File: config.mk
export PLATFORM = sky130hd
export DESIGN_NAME = isr_dual_line
export DESIGN_NICKNAME = d
export VERILOG_FILES = /design/src/rtl/isr_pkg.sv /design/src/rtl/isr_status_word.sv /design/src/rtl/isr_mask_bank.sv /design/src/rtl/isr_irq_line.sv /design/src/rtl/isr_dual_line.sv
export SDC_FILE = /design/constraint.sdc
export NUM_CORES = 1
export LEC_CHECK = 0
export ABC_CLOCK_PERIOD_IN_PS = 2300
export BUFFER_PORTS_ARGS = -buffer_cell sky130_fd_sc_hd__buf_2
export CAP_MARGIN = 10
export CORE_MARGIN = 3
export CORE_UTILIZATION = 57
export CTS_BUF_LIST = sky130_fd_sc_hd__clkbuf_8
export DETAILED_ROUTE_END_ITERATION = 7
export PLACE_DENSITY = 0.91
export SYNTH_ARGS = -nofsm -noshare
export SYNTH_HDL_FRONTEND = slang
export SYNTH_HIERARCHICAL = 1
export SYNTH_SLANG_ARGS = --single-unit
export TNS_END_PERCENT = 5
File: constraint.sdc
create_clock -name clk -period 2.3 [get_ports clk]
set_input_delay 0.23 -clock clk [delete_from_list [all_inputs] [get_ports clk]]
set_output_delay 0.23 -clock clk [all_outputs]
set_load 0.01 [all_outputs]
File: src/rtl/isr_pkg.sv
package isr_pkg;
  typedef enum logic [1:0] {
    REG_STATUS = 2'd0,
    REG_CLEAR  = 2'd1,
    REG_MASK0  = 2'd2,
    REG_MASK1  = 2'd3
  } isr_reg_e;

  localparam int unsigned NUM_LINES = 2;
endpackage

File: src/rtl/isr_status_word.sv
module isr_status_word #(
  parameter int unsigned STICKY_W = 10,
  parameter int unsigned LIVE_W   = 6,
  localparam int unsigned STAT_W  = STICKY_W + LIVE_W
) (
  input  logic                clk,
  input  logic                rst,
  input  logic [STICKY_W-1:0] set_i,
  input  logic [STICKY_W-1:0] clr_i,
  input  logic [LIVE_W-1:0]   live_i,
  output logic [STAT_W-1:0]   status_o
);
  logic [STICKY_W-1:0] sticky_q;
  logic [LIVE_W-1:0]   live_q;

  for (genvar b = 0; b < STICKY_W; b++) begin : g_sticky
    always_ff @(posedge clk) begin
      if (rst)           sticky_q[b] <= 1'b0;
      else if (set_i[b]) sticky_q[b] <= 1'b1;
      else if (clr_i[b]) sticky_q[b] <= 1'b0;
    end
  end

  always_ff @(posedge clk) begin
    if (rst) live_q <= '0;
    else     live_q <= live_i;
  end

  assign status_o = {live_q, sticky_q};
endmodule

File: src/rtl/isr_mask_bank.sv
module isr_mask_bank #(
  parameter int unsigned STAT_W    = 16,
  parameter int unsigned NUM_LINES = 2
) (
  input  logic                                clk,
  input  logic                                rst,
  input  logic [NUM_LINES-1:0]                wr_i,
  input  logic [STAT_W-1:0]                   wdata_i,
  output logic [NUM_LINES-1:0][STAT_W-1:0]    mask_o
);
  for (genvar l = 0; l < NUM_LINES; l++) begin : g_line
    always_ff @(posedge clk) begin
      if (rst)         mask_o[l] <= '0;
      else if (wr_i[l]) mask_o[l] <= wdata_i;
    end
  end
endmodule

File: src/rtl/isr_irq_line.sv
module isr_irq_line #(
  parameter int unsigned STAT_W = 16
) (
  input  logic              clk,
  input  logic              rst,
  input  logic [STAT_W-1:0] status_i,
  input  logic [STAT_W-1:0] mask_i,
  output logic              irq_o
);
  always_ff @(posedge clk) begin
    if (rst) irq_o <= 1'b0;
    else     irq_o <= |(status_i & mask_i);
  end
endmodule

File: src/rtl/isr_dual_line.sv
module isr_dual_line
  import isr_pkg::*;
#(
  parameter int unsigned STICKY_W = 10,
  parameter int unsigned LIVE_W   = 6,
  parameter int unsigned DATA_W   = 32
) (
  input  logic                clk,
  input  logic                rst,
  input  logic [STICKY_W-1:0] evt_set,
  input  logic [LIVE_W-1:0]   live_in,
  input  logic [1:0]          bus_addr,
  input  logic                bus_wr,
  input  logic [DATA_W-1:0]   bus_wdata,
  output logic [DATA_W-1:0]   bus_rdata,
  output logic                irq_done,
  output logic                irq_fifo
);
  localparam int unsigned STAT_W = STICKY_W + LIVE_W;

  logic [STAT_W-1:0]                 status_w;
  logic [NUM_LINES-1:0][STAT_W-1:0]  mask_w;
  logic [NUM_LINES-1:0]              mask_wr;
  logic [NUM_LINES-1:0]              irq_w;
  logic [STICKY_W-1:0]               clr_w;
  logic [STAT_W-1:0]                 rd_mux;

  assign clr_w = (bus_wr && bus_addr == REG_CLEAR) ? bus_wdata[STICKY_W-1:0] : '0;

  for (genvar l = 0; l < NUM_LINES; l++) begin : g_sel
    assign mask_wr[l] = bus_wr && (bus_addr == 2'(REG_MASK0 + l));
  end

  isr_status_word #(.STICKY_W(STICKY_W), .LIVE_W(LIVE_W)) u_status (
    .clk(clk), .rst(rst), .set_i(evt_set), .clr_i(clr_w),
    .live_i(live_in), .status_o(status_w)
  );

  isr_mask_bank #(.STAT_W(STAT_W), .NUM_LINES(NUM_LINES)) u_masks (
    .clk(clk), .rst(rst), .wr_i(mask_wr),
    .wdata_i(bus_wdata[STAT_W-1:0]), .mask_o(mask_w)
  );

  for (genvar l = 0; l < NUM_LINES; l++) begin : g_irq
    isr_irq_line #(.STAT_W(STAT_W)) u_line (
      .clk(clk), .rst(rst), .status_i(status_w),
      .mask_i(mask_w[l]), .irq_o(irq_w[l])
    );
  end

  assign irq_done = irq_w[0];
  assign irq_fifo = irq_w[1];

  always_comb begin
    unique case (bus_addr)
      REG_STATUS: rd_mux = status_w;
      REG_MASK0:  rd_mux = mask_w[0];
      REG_MASK1:  rd_mux = mask_w[1];
      default:    rd_mux = '0;
    endcase
  end

  always_ff @(posedge clk) begin
    if (rst) bus_rdata <= '0;
    else     bus_rdata <= DATA_W'(rd_mux);
  end

  if (DATA_W > STAT_W) begin : g_hi
    logic unused_wdata_hi;
    assign unused_wdata_hi = ^bus_wdata[DATA_W-1:STAT_W];
  end
endmodule

After elaboration in Yosys (flattened, before gate mapping)
Cells that the tools add are included.

Bits of input ports: 53. Register bits: 82. Output and inout port bits: 34.

Equal/unequal tests: 3. Reductions and logical operators: 16. Muxes and demuxes: 22. Bitwise logic cells: 2.

Operator list (count): $pmux 16 s3 (1); $and 16x16->16 (2); $reduce_or 16->1 (2); $mux 1 (20); $reduce_bool 2->1 (10); $mux 10 (1); $eq 2x2->1 const B (2); $logic_and 1x1->1 (3); $eq 2x1->1 const B (1); $logic_not 2->1 (1).

Logic depth before layout (Yosys ltp)
Gate-level depths: netlist (run 1).

Depth in word-level cells: 5. Mapped depth: 8. Gate-level depth less buffers: 5.

Cells and area by module
The synthesis (run 1) kept the hierarchy.

Modules (own cells, without submodules): isr_mask_bank (cells each 103, times used 1, area each 1157.4 um^2); isr_dual_line (cells each 106, times used 1, area each 965.9 um^2); isr_status_word (cells each 53, times used 1, area each 534.3 um^2); isr_irq_line (cells each 11, times used 2, area each 106.4 um^2).

Least setup slack after synthesis (run 1)
Ideal clock, no wire load.

Kind: in2reg. Start: input port bus_addr[1]. End: register u_masks/mask_o[10] (netlist name). Path slack: 0.942 ns. Cell stages on the path: 8. Arrival: 1.231 ns. Required time: 2.172 ns. Cell sequence: buf_2 > buf_2 > nand2_1 > nor2_1 > buf_6 > buf_12 > mux2i_1 > nor2_1.

Word-level cells in the longest chain between the ends: 2.

RTL lines: start: declaration (line isr_dual_line.sv:12) `input logic [1:0] bus_addr,`; $eq 2x2->1 (line isr_dual_line.sv:31) `assign mask_wr[l] = bus_wr && (bus_addr == 2'(REG_MASK0 + l));`; $logic_and 1x1->1 (line isr_dual_line.sv:31); via mask_wr[0] (line isr_dual_line.sv:23) `logic [NUM_LINES-1:0] mask_wr;`; end signal: indexed assignment (line isr_mask_bank.sv:14) `else if (wr_i[l]) mask_o[l] <= wdata_i;`; end: declaration (line isr_mask_bank.sv:9) `output logic [NUM_LINES-1:0][STAT_W-1:0] mask_o`.

The timed path passes the listed nets, and every way through them passes these cells. A chain may end at the register's enable or synchronous reset.

Worst setup path after layout (run 1)
Start: input port bus_addr[1]. End: register u_masks/mask_o[23] (netlist name).

The elaborated chain is that of the path after synthesis.

==> run_summary.xml, run 1 <==
<?xml version="1.0" encoding="UTF-8"?>
<metrics>
  <group name="hold_path">
    <metric name="hold_critical_path_depth" unit="">2</metric>
    <metric name="holdCritPathClass" unit="">in -&gt; reg</metric>
  </group>
  <group name="floorplanning">
    <metric name="ios" unit="">87</metric>
    <metric name="initial_utilization" unit="">0.600</metric>
    <metric name="chipHeight" unit="um">77.0</metric>
    <metric name="floorplan.die_area" unit="um2">5920</metric>
    <metric name="coreArea" unit="um2">4790</metric>
    <metric name="die-width" unit="um">77.0</metric>
    <metric name="std_cell_rows" unit="">25</metric>
  </group>
  <group name="critical_path">
    <metric name="cp_top_family" unit="">buffers and inverters</metric>
    <metric name="cp.depth" unit="">7</metric>
    <metric name="reg2reg_to" unit="">g_irq[0].u_line/irq_o$_SDFF_PP0_</metric>
    <metric name="startpoint" unit="">bus_addr[1]</metric>
    <metric name="cp.arrival" unit="ps">1510</metric>
    <metric name="timing.critical_path.slowest_cell_delay" unit="ps">320</metric>
    <metric name="r2r_path_start" unit="">u_status/status_o[6]$_SDFFE_PP0P_</metric>
    <metric name="cp.required" unit="ps">2500</metric>
    <metric name="path_max_fanout" unit="">33</metric>
    <metric name="critPathCapture" unit="">u_masks/mask_o[23]$_SDFFE_PP0P_</metric>
    <metric name="worst-r2r-cell-count" unit="">4</metric>
    <metric name="critical_path.n_buffers_inverters" unit="">3</metric>
    <metric name="crit_chain" unit="">buf_2, buf_4, nand2_1, nor2_2, buf_4, mux2i_1, nor2_1</metric>
    <metric name="worstSetupStartpointType" unit="">input port</metric>
    <metric name="timing.critical_path.to_type" unit="">register</metric>
    <metric name="criticalPathCategory" unit="">in -&gt; reg</metric>
    <metric name="rrSetupSlack" unit="ps">1070</metric>
    <metric name="crit_path_frequent_cell" unit="">buf_4</metric>
    <metric name="crit_path_top_delay_cell" unit="">buf_4</metric>
  </group>
  <group name="logic_synthesis">
    <metric name="synthesis.yosys.warnings" unit="">6</metric>
    <metric name="synth.yosys.seq_area_share" unit="">0.460</metric>
    <metric name="flops_latches_synth" unit="">66</metric>
    <metric name="synth_top_area_frac" unit="">0.460</metric>
    <metric name="synth.largest_area_cell" unit="">dfxtp_1</metric>
    <metric name="synthesis.instances" unit="">284</metric>
    <metric name="synth_cell_types" unit="">24</metric>
    <metric name="netlist_area" unit="um2">2870</metric>
    <metric name="netlist_top_cells_area" unit="">dfxtp_1 (46%), mux2i_1 (17%), nor2_1 (4.6%), a21oi_1 (4.5%), buf_4 (4.2%)</metric>
    <metric name="synthesis.area_per_instance" unit="um2">10.1</metric>
  </group>
  <group name="sta">
    <metric name="setup_tns" unit="ps">0</metric>
    <metric name="final-setup-viol-count" unit="">0</metric>
    <metric name="min_period_over_period" unit="">0.571</metric>
    <metric name="max_freq" unit="MHz">761</metric>
    <metric name="number_of_max_slew_violations_in_the_final_report" unit="">0</metric>
    <metric name="final_hold_viol_count" unit="">0</metric>
    <metric name="maxSlewHeadroom" unit="">0.488</metric>
    <metric name="rsz0062_at_grt" unit="">false</metric>
    <metric name="holdWs" unit="ps">97.7</metric>
    <metric name="timing.final.crit_period" unit="ps">1310</metric>
    <metric name="timing_worst_slew_pin_value" unit="ps">768</metric>
    <metric name="timing.clock.skew" unit="ps">8.94</metric>
  </group>
  <group name="clocking">
    <metric name="path_clk_slew" unit="ps">70</metric>
    <metric name="tritoncts" unit="">yes</metric>
    <metric name="cts_root_buffer" unit="">clkbuf_8</metric>
    <metric name="number_of_h_tree_levels" unit="">3</metric>
    <metric name="clock_path_buffers" unit="">2</metric>
    <metric name="cts_resized" unit="">0</metric>
    <metric name="postCtsSetupBuffers" unit="">0</metric>
    <metric name="ctsHoldBuffers" unit="">0</metric>
    <metric name="clk-insertion-delay-late" unit="ps">350</metric>
    <metric name="clkSinkCount" unit="">66</metric>
    <metric name="numCtsBuffers" unit="">9</metric>
  </group>
  <group name="route">
    <metric name="route.final.wire_length" unit="um">6260</metric>
    <metric name="first_iter_violations" unit="">141</metric>
    <metric name="vias" unit="">2212</metric>
    <metric name="detail-route-antenna-nets" unit="">0</metric>
    <metric name="route.detailed.vias_per_inst" unit="">5.36</metric>
    <metric name="routedWlPerCell" unit="um">15.2</metric>
    <metric name="route.detailed.drc" unit="">0</metric>
    <metric name="drt_first_pass_iters" unit="">4</metric>
  </group>
  <group name="placement">
    <metric name="hpwl_after_detailed_placement" unit="um">4220</metric>
    <metric name="detailed_place.area" unit="um2">3090</metric>
    <metric name="routabilityCongestion" unit="">0.835</metric>
    <metric name="port_buffers" unit="">54</metric>
  </group>
  <group name="finish">
    <metric name="final_util" unit="">0.699</metric>
    <metric name="design.final.nets" unit="">394</metric>
    <metric name="post-route-cell-area" unit="um2">3350</metric>
    <metric name="drive_gt1_frac" unit="">0.263</metric>
    <metric name="syn_to_final_growth" unit="%">16.6</metric>
    <metric name="insertedDiodeCount" unit="">0</metric>
  </group>
  <group name="grt">
    <metric name="first_global_vias" unit="">2241</metric>
    <metric name="grt_start_max_net_pins" unit="">44</metric>
    <metric name="globalRoute.totalOverflow" unit="">0</metric>
    <metric name="antenna_found_initial" unit="">0</metric>
    <metric name="global_route.usage.total" unit="">0.222</metric>
    <metric name="grt_pass1_wl" unit="um">10300</metric>
  </group>
  <group name="pwr">
    <metric name="power.net_switching" unit="mW">0.627</metric>
    <metric name="power.internal" unit="mW">2.09</metric>
    <metric name="power.density" unit="nW/um2">811</metric>
    <metric name="total_power" unit="mW">2.72</metric>
    <metric name="leakage" unit="nW">1.47</metric>
    <metric name="ir_drop" unit="mV">0.381</metric>
    <metric name="clkPwrFrac" unit="">0.449</metric>
    <metric name="power.share.switching" unit="">0.231</metric>
    <metric name="share_seq_of_total_power" unit="">0.456</metric>
    <metric name="combPwrFrac" unit="">0.094</metric>
  </group>
  <group name="flow_run">
    <metric name="drv.max_cap_violation_count" unit="">0</metric>
  </group>
  <group name="status">
    <metric name="outcome" unit="">finished clean</metric>
  </group>
</metrics>
-- layer usage --
layer	vias to the layer above	GRT usage	wire (um)
met2	70	0.376	3180
met4	0	0.150	248
li1	1071	-	-
met3	22	0.0634	370
met5	-	0	0
met1	1049	0.238	2460
-- sequential cells by signal (all words and copies together), names as in the netlist --
| register | count |
|---|---|
| g_irq.u_line/irq_o | 2 |
| u_masks/mask_o | 32 |
| u_status/status_o | 10 |
| bus_rdata | 16 |
| u_status/live_q | 6 |
-- power groups by stage --
stage | Sequential [mW] | Clock (mW) | Combinational (mW)
3_3_place_gp | 1.26 | 0 | 0.244
6_report | 1.24 | 1.22 | 0.256
4_1_cts | 1.24 | 1.23 | 0.255
2_1_floorplan | 1.26 | 0 | 0.185
5_1_grt | 1.25 | 1.28 | 0.282
3_5_place_dp | 1.26 | 0 | 0.251
-- how the worst min path moves through the flow --
stage	startpoint	end	slack, ps
after floorplan	rst	g_irq[0].u_line/irq_o$_SDFF_PP0_	300
after global placement	live_in[4]	u_status/live_q[4]$_SDFF_PP0_	450
after detailed placement	live_in[4]	u_status/live_q[4]$_SDFF_PP0_	450
after CTS	live_in[4]	u_status/live_q[4]$_SDFF_PP0_	90
after global routing	live_in[4]	u_status/live_q[4]$_SDFF_PP0_	90
final	live_in[4]	u_status/live_q[4]$_SDFF_PP0_	100
-- placed cells by master, fill, tap and decap left out, types with 3 or more instances in the layout --
cell type and count:
dfxtp_1 66, buf_2 54, mux2i_1 48, nor2_1 33, a21oi_1 26, conb_1 16
a211oi_1 15, clkbuf_8 11, inv_1 11, and2_1 10, nand2b_1 10, buf_4 9
a22o_1 6, and2b_2 6, a22oi_1 4, a221oi_1 4, bufinv_16 3
-- Yosys cell counts --
master     n
a211oi_1  15
a211oi_2   1
a21oi_1   26
a221oi_1   4
a221oi_2   2
a22o_1     6
a22oi_1    4
a31oi_1    2
and2_1    10
and2b_2    6
and3_1     2
buf_12     3
buf_2      7
buf_4     16
buf_6      5
clkbuf_1   2
conb_1     1
dfxtp_1   66
inv_1     10
inv_2      1
mux2i_1   48
nand2_1    2
nand2b_1  10
nor2_1    35
-- cell type report --
| cell class | instances | area, um2 |
|---|---|---|
| Tap cell | 67 | 83.8 |
| Timing Repair Buffer | 64 | 358 |
| Fill cell | 376 | 1440 |
| Multi-Input combinational cell | 189 | 1290 |
| Clock buffer | 11 | 151 |
| Sequential cell | 66 | 1320 |
| Clock inverter | 5 | 101 |
| Inverter | 11 | 41.3 |
-- metrics by stage --
step / cells / worst slack (ps)
after global routing: 413 / 912
after detailed placement: 397 / 718
after floorplan: 299 / 942
after CTS: 413 / 1020
after global placement: 397 / 769
final: 413 / 986
-- worst reg2reg max path: cells and delay by family (launching register included) --
| kind | cells | cell delay [ps] |
|---|---|---|
| compound gates | 3 | 540 |
| flops | 1 | 340 |
| simple gates | 1 | 230 |
-- cells by family (layout without fill, tap and decap cells) --
kind of cell / Yosys count / in the layout / synth area share
mux: 48 / 48 / 0.167
flops: 66 / 66 / 0.460
buf+inv: 44 / 91 / 0.112
simple gates: 65 / 65 / 0.115
other cells: 1 / 16 / 0.00131
compound gates: 60 / 60 / 0.145
(Power assumes the default switching activity.)
==> inputs of run 2 (changes only) <==
--- a/config.mk
+++ b/config.mk
@@ -5,14 +5,14 @@
 export SDC_FILE = /design/constraint.sdc
 export NUM_CORES = 1
 export LEC_CHECK = 0
-export ABC_CLOCK_PERIOD_IN_PS = 2300
+export ABC_CLOCK_PERIOD_IN_PS = 1210
 export BUFFER_PORTS_ARGS = -buffer_cell sky130_fd_sc_hd__buf_2
 export CAP_MARGIN = 10
 export CORE_MARGIN = 3
-export CORE_UTILIZATION = 57
+export CORE_UTILIZATION = 53
 export CTS_BUF_LIST = sky130_fd_sc_hd__clkbuf_8
 export DETAILED_ROUTE_END_ITERATION = 7
-export PLACE_DENSITY = 0.91
+export PLACE_DENSITY = 0.86
 export SYNTH_ARGS = -nofsm -noshare
 export SYNTH_HDL_FRONTEND = slang
 export SYNTH_HIERARCHICAL = 1
==> constraint.sdc (replaced) <==
create_clock -name clk -period 1.21 [get_ports clk]
set_input_delay 0.121 -clock clk [delete_from_list [all_inputs] [get_ports clk]]
set_output_delay 0.121 -clock clk [all_outputs]
set_load 0.01 [all_outputs]
==> run_summary.xml, run 2 (synthesized netlist as in run 1, its figures left out) <==
<?xml version="1.0" encoding="UTF-8"?>
<metrics>
  <group name="status">
    <metric name="failing_checks" unit="">setup timing</metric>
    <metric name="outcome" unit="">finished, violations left</metric>
  </group>
  <group name="grt">
    <metric name="grt_pass1_wl" unit="um">9630</metric>
    <metric name="globalRoute.totalOverflow" unit="">0</metric>
    <metric name="grt_start_max_net_pins" unit="">33</metric>
    <metric name="first_global_vias" unit="">2055</metric>
    <metric name="global_route.usage.total" unit="">0.199</metric>
    <metric name="antenna_found_initial" unit="">0</metric>
  </group>
  <group name="route">
    <metric name="first_iter_violations" unit="">125</metric>
    <metric name="route.detailed.drc" unit="">0</metric>
    <metric name="highest_layer" unit="">met4</metric>
    <metric name="routedWlPerCell" unit="um">13.9</metric>
    <metric name="drt_first_pass_iters" unit="">4</metric>
    <metric name="vias" unit="">2238</metric>
    <metric name="detail-route-antenna-nets" unit="">0</metric>
    <metric name="route.detailed.vias_per_inst" unit="">5.16</metric>
    <metric name="detailroute.wirelength.met3" unit="um">403</metric>
    <metric name="route.final.wire_length" unit="um">6030</metric>
    <metric name="m1WireLength" unit="um">2500</metric>
    <metric name="wl_met2" unit="um">2970</metric>
  </group>
  <group name="hold_path">
    <metric name="holdCritPathClass" unit="">in -&gt; reg</metric>
  </group>
  <group name="sta">
    <metric name="holdWs" unit="ps">14.8</metric>
    <metric name="maxSlewHeadroom" unit="">0.655</metric>
    <metric name="min_period_over_period" unit="">1.01</metric>
    <metric name="final-setup-viol-count" unit="">1</metric>
    <metric name="timing_worst_slew_pin_value" unit="ps">518</metric>
    <metric name="setup_slack" unit="ps">-14.7</metric>
    <metric name="timing.clock.skew" unit="ps">4.72</metric>
    <metric name="rsz0062_at_grt" unit="">true</metric>
    <metric name="number_of_max_slew_violations_in_the_final_report" unit="">0</metric>
    <metric name="timing.final.crit_period" unit="ps">1220</metric>
    <metric name="final_hold_viol_count" unit="">0</metric>
    <metric name="max_freq" unit="MHz">817</metric>
  </group>
  <group name="finish">
    <metric name="largest_reg_flops" unit="">32</metric>
    <metric name="post-route-cell-area" unit="um2">3440</metric>
    <metric name="drive_gt1_frac" unit="">0.277</metric>
    <metric name="final_util" unit="">0.665</metric>
    <metric name="final_cell_mix" unit="">dfxtp_1 (64), buf_2 (54), mux2i_1 (48), nor2_1 (33), a21oi_1 (26)</metric>
    <metric name="seq_area" unit="um2">1320</metric>
    <metric name="design.final.nets" unit="">413</metric>
    <metric name="syn_to_final_growth" unit="%">19.8</metric>
    <metric name="register_with_the_most_flip_flops" unit="">u_masks/mask_o</metric>
    <metric name="multi_input_comb_area" unit="um2">1290</metric>
    <metric name="insertedDiodeCount" unit="">0</metric>
    <metric name="mostFrequentLayoutCell" unit="">dfxtp_1</metric>
    <metric name="n_fill_cell" unit="">408</metric>
  </group>
  <group name="critical_path">
    <metric name="cp.arrival" unit="ps">1440</metric>
    <metric name="cp.required" unit="ps">1430</metric>
    <metric name="criticalPathCategory" unit="">reg -&gt; reg</metric>
    <metric name="path_max_fanout" unit="">3</metric>
    <metric name="crit_path_top_delay_cell" unit="">dfxtp_2</metric>
    <metric name="worstSetupStartpointType" unit="">register</metric>
    <metric name="timing.critical_path.slowest_cell_delay" unit="ps">330</metric>
    <metric name="crit_chain" unit="">a22o_1, a221oi_2, and3_1, a31oi_1</metric>
    <metric name="timing.critical_path.to_type" unit="">register</metric>
  </group>
  <group name="pwr">
    <metric name="power.internal" unit="mW">3.36</metric>
    <metric name="ir_drop" unit="mV">0.600</metric>
    <metric name="total_power" unit="mW">4.47</metric>
    <metric name="power.share.switching" unit="">0.248</metric>
    <metric name="share_seq_of_total_power" unit="">0.527</metric>
    <metric name="leakage" unit="nW">1.53</metric>
    <metric name="clkPwrFrac" unit="">0.355</metric>
    <metric name="power.density" unit="nW/um2">1300</metric>
    <metric name="combPwrFrac" unit="">0.119</metric>
    <metric name="power.net_switching" unit="mW">1.11</metric>
  </group>
  <group name="clocking">
    <metric name="cts_root_buffer" unit="">clkbuf_8</metric>
    <metric name="clkSinkCount" unit="">66</metric>
    <metric name="number_of_h_tree_levels" unit="">3</metric>
    <metric name="clk-insertion-delay-late" unit="ps">340</metric>
    <metric name="clock_path_buffers" unit="">2</metric>
    <metric name="path_clk_slew" unit="ps">60</metric>
    <metric name="numCtsBuffers" unit="">9</metric>
    <metric name="tritoncts" unit="">yes</metric>
  </group>
  <group name="placement">
    <metric name="detailed_place.area" unit="um2">3170</metric>
    <metric name="hpwl_after_detailed_placement" unit="um">4150</metric>
    <metric name="port_buffers" unit="">54</metric>
    <metric name="routabilityCongestion" unit="">0.878</metric>
  </group>
  <group name="floorplanning">
    <metric name="chipHeight" unit="um">79.6</metric>
    <metric name="std_cell_rows" unit="">26</metric>
    <metric name="floorplan.die_area" unit="um2">6330</metric>
    <metric name="die-width" unit="um">79.6</metric>
    <metric name="ios" unit="">87</metric>
    <metric name="coreArea" unit="um2">5170</metric>
    <metric name="initial_utilization" unit="">0.555</metric>
  </group>
  <group name="flow_run">
    <metric name="drv.max_cap_violation_count" unit="">0</metric>
  </group>
</metrics>
==> run 2: final cells by class <==
type / instances / share of cell area
multi-input combinational: 189 / 0.375
tap: 70 / 0.0255
sequential: 66 / 0.385
clock inverter: 4 / 0.00546
inverter: 11 / 0.0120
clock buffer: 11 / 0.0440
timing repair buffer: 83 / 0.153
==> run 2: repair_timing <==
| item | in CTS | in global routing |
|---|---|---|
| endpoints found under the hold margin | 10 | 0 |
| setup buffers | 0 | 0 |
| hold buffers | 10 | 0 |
| setup endpoints to repair | 0 | 1 |
| gates resized for setup | 0 | 2 |
==> run 2: critical path, delay by kind of cell, from the launching register on <==
kind / cells / cell delay (ps)
compound gates: 3 / 560
flops: 1 / 330
simple gates: 1 / 220
==> run 2: through the flow <==
step	worst slack, ps	std cells	TNS (ps)
2_1_floorplan	4.29	299	0
3_3_place_gp	74.8	409	0
3_5_place_dp	34.4	409	0
4_1_cts	20.5	434	0
5_1_grt	-28.0	434	-28.0
6_report	-14.7	434	-14.7
==> run 2: per-layer routing <==
| layer | up-vias | GRT usage |
|---|---|---|
| met1 | 1047 | 0.228 |
| met4 | 0 | 0.0979 |
| met3 | 13 | 0.0677 |
| met5 | - | 0 |
| li1 | 1102 | - |
| met2 | 76 | 0.330 |
==> run 2: path summary, 6_finish.rpt <==
| kind | startpoint | to | slack (ps) | cells past startpoint |
|---|---|---|---|---|
| hold reg to reg | u_status/status_o[4]$_SDFFE_PP0P_ | u_status/status_o[4]$_SDFFE_PP0P_ | 510 | 2 |
| setup / recovery | u_masks/mask_o[6]$_SDFFE_PP0P_ | g_irq[0].u_line/irq_o$_SDFF_PP0_ | -10 | 4 |
| setup reg to reg | u_masks/mask_o[6]$_SDFFE_PP0P_ | g_irq[0].u_line/irq_o$_SDFF_PP0_ | -10 | 4 |
| hold / removal | evt_set[5] | u_status/status_o[5]$_SDFFE_PP0P_ | 10 | 3 |
==> run 2: power by group through the flow <==
stage	Combinational (mW)	Clock, mW	Sequential, mW
2_1_floorplan	0.353	0	2.40
3_3_place_gp	0.490	0	2.40
3_5_place_dp	0.500	0	2.40
4_1_cts	0.529	1.64	2.35
5_1_grt	0.581	1.73	2.36
6_report	0.531	1.58	2.35
==> inputs of run 3 (changes only) <==
--- a/config.mk
+++ b/config.mk
@@ -9,10 +9,12 @@
 export BUFFER_PORTS_ARGS = -buffer_cell sky130_fd_sc_hd__buf_2
 export CAP_MARGIN = 10
 export CORE_MARGIN = 3
-export CORE_UTILIZATION = 53
+export CORE_UTILIZATION = 32
 export CTS_BUF_LIST = sky130_fd_sc_hd__clkbuf_8
+export CTS_CLUSTER_DIAMETER = 40
 export DETAILED_ROUTE_END_ITERATION = 7
-export PLACE_DENSITY = 0.86
+export PLACE_DENSITY = 0.58
+export SKIP_CTS_REPAIR_TIMING = 1
 export SYNTH_ARGS = -nofsm -noshare
 export SYNTH_HDL_FRONTEND = slang
 export SYNTH_HIERARCHICAL = 1
==> run_summary.xml, run 3 (synthesized netlist as in run 1, its figures left out) <==
<?xml version="1.0" encoding="UTF-8"?>
<metrics>
  <group name="grt">
    <metric name="grt_start_max_net_pins" unit="">22</metric>
    <metric name="global_route.usage.total" unit="">0.139</metric>
    <metric name="first_global_vias" unit="">2200</metric>
    <metric name="grt_pass1_wl" unit="um">10700</metric>
    <metric name="antenna_found_initial" unit="">0</metric>
    <metric name="globalRoute.totalOverflow" unit="">0</metric>
  </group>
  <group name="finish">
    <metric name="design.final.nets" unit="">413</metric>
    <metric name="mostFrequentLayoutCell" unit="">dfxtp_1</metric>
    <metric name="largest_reg_flops" unit="">32</metric>
    <metric name="drive_gt1_frac" unit="">0.285</metric>
    <metric name="register_with_the_most_flip_flops" unit="">u_masks/mask_o</metric>
    <metric name="insertedDiodeCount" unit="">0</metric>
    <metric name="n_fill_cell" unit="">870</metric>
    <metric name="finalNonFillerCells" unit="">470</metric>
    <metric name="final_cell_mix" unit="">dfxtp_1 (64), buf_2 (54), mux2i_1 (48), nor2_1 (33), a21oi_1 (26)</metric>
    <metric name="syn_to_final_growth" unit="%">21.6</metric>
  </group>
  <group name="pwr">
    <metric name="power.density" unit="nW/um2">1330</metric>
    <metric name="ir_drop" unit="mV">0.625</metric>
    <metric name="leakage" unit="nW">1.53</metric>
  </group>
  <group name="route">
    <metric name="first_iter_violations" unit="">42</metric>
    <metric name="drt_first_pass_iters" unit="">4</metric>
    <metric name="detail-route-antenna-nets" unit="">0</metric>
    <metric name="vias" unit="">2228</metric>
    <metric name="route.final.wire_length" unit="um">6680</metric>
    <metric name="route.detailed.vias_per_inst" unit="">4.74</metric>
    <metric name="route.detailed.drc" unit="">0</metric>
    <metric name="routedWlPerCell" unit="um">14.2</metric>
  </group>
  <group name="floorplanning">
    <metric name="chipHeight" unit="um">101</metric>
    <metric name="die-width" unit="um">101</metric>
    <metric name="ios" unit="">87</metric>
    <metric name="initial_utilization" unit="">0.339</metric>
    <metric name="coreArea" unit="um2">8460</metric>
    <metric name="floorplan.die_area" unit="um2">10100</metric>
    <metric name="std_cell_rows" unit="">33</metric>
  </group>
  <group name="sta">
    <metric name="final-setup-viol-count" unit="">0</metric>
    <metric name="max_freq" unit="MHz">852</metric>
    <metric name="final_hold_viol_count" unit="">0</metric>
    <metric name="rsz0062_at_grt" unit="">false</metric>
    <metric name="timing.clock.skew" unit="ps">6.47</metric>
    <metric name="timing.final.crit_period" unit="ps">1170</metric>
    <metric name="setup_tns" unit="ps">0</metric>
    <metric name="number_of_max_slew_violations_in_the_final_report" unit="">0</metric>
    <metric name="min_period_over_period" unit="">0.970</metric>
  </group>
  <group name="clocking">
    <metric name="numCtsBuffers" unit="">9</metric>
    <metric name="cts_root_buffer" unit="">clkbuf_8</metric>
    <metric name="number_of_h_tree_levels" unit="">3</metric>
    <metric name="tritoncts" unit="">yes</metric>
    <metric name="clk-insertion-delay-late" unit="ps">340</metric>
    <metric name="clock_path_buffers" unit="">2</metric>
    <metric name="clkSinkCount" unit="">66</metric>
    <metric name="path_clk_slew" unit="ps">70</metric>
  </group>
  <group name="critical_path">
    <metric name="criticalPathCategory" unit="">reg -&gt; reg</metric>
    <metric name="startpoint" unit="">u_status/status_o[6]$_SDFFE_PP0P_</metric>
    <metric name="worst-r2r-cell-count" unit="">4</metric>
    <metric name="cp.arrival" unit="ps">1390</metric>
    <metric name="path_max_fanout" unit="">4</metric>
    <metric name="worstSetupStartpointType" unit="">register</metric>
    <metric name="timing.critical_path.to_type" unit="">register</metric>
    <metric name="cp.required" unit="ps">1430</metric>
    <metric name="r2r_path_start" unit="">u_status/status_o[6]$_SDFFE_PP0P_</metric>
  </group>
  <group name="hold_path">
    <metric name="hold_start" unit="">evt_set[3]</metric>
    <metric name="holdCritPathClass" unit="">in -&gt; reg</metric>
    <metric name="hold_critical_path_depth" unit="">3</metric>
  </group>
  <group name="placement">
    <metric name="dpl.cell_count" unit="">447</metric>
    <metric name="routabilityCongestion" unit="">0.797</metric>
    <metric name="hpwl_after_detailed_placement" unit="um">4940</metric>
    <metric name="port_buffers" unit="">54</metric>
  </group>
  <group name="flow_run">
    <metric name="drv.max_cap_violation_count" unit="">0</metric>
  </group>
  <group name="status">
    <metric name="outcome" unit="">finished clean</metric>
  </group>
</metrics>
## run 3: through the flow
step	power (mW)	worst slack (ps)	hold slack, ps	instance area (um2)	util
final	4.63	36.0	6.63	3490	0.412
after global routing	4.86	4.23	3.73	3490	0.412
after CTS	4.69	28.0	-28.1	3420	0.404
after detailed placement	2.92	38.8	345	3230	0.382
after global placement	2.91	46.0	342	3230	0.382
after floorplan	2.76	4.29	190	2930	-
## run 3: final timing paths
check                                                    endpoint  slack (ps)
worst max-delay path             g_irq[1].u_line/irq_o$_SDFF_PP0_          40
worst min-delay path            u_status/status_o[3]$_SDFFE_PP0P_           7
worst max register to register   g_irq[1].u_line/irq_o$_SDFF_PP0_          40
worst min register to register  u_status/status_o[6]$_SDFFE_PP0P_         490
## run 3: layer usage
metal | vias up | GRT usage | wire (um)
met5 | - | 0 | 0
met4 | 0 | 0.0497 | 129
met3 | 13 | 0.0574 | 433
met2 | 64 | 0.237 | 3310
met1 | 1045 | 0.154 | 2810
li1 | 1106 | - | -
## run 3: cell type report
class / instances / area (um2) / area share
clock buffers: 9 / 124 / 0.0355
clock inverters: 7 / 62.6 / 0.0179
inverters: 11 / 41.3 / 0.0118
multi-input cells: 189 / 1290 / 0.370
flip-flops and latches: 66 / 1320 / 0.379
well taps: 105 / 131 / 0.0376
repair buffers: 83 / 518 / 0.148
## run 3: where the power goes
part           leakage (nW)  internal, mW  switching [mW]
Combinational         0.891         0.257           0.276
Clock                0.0976         0.928           0.813
Sequential            0.543          2.28          0.0765
## run 3: worst max-delay path, stage by stage, from the launching register on
cell and delay [ps]:
dfxtp_2 330, a22o_1 230, a221oi_2 190, and3_1 210, a31oi_1 90
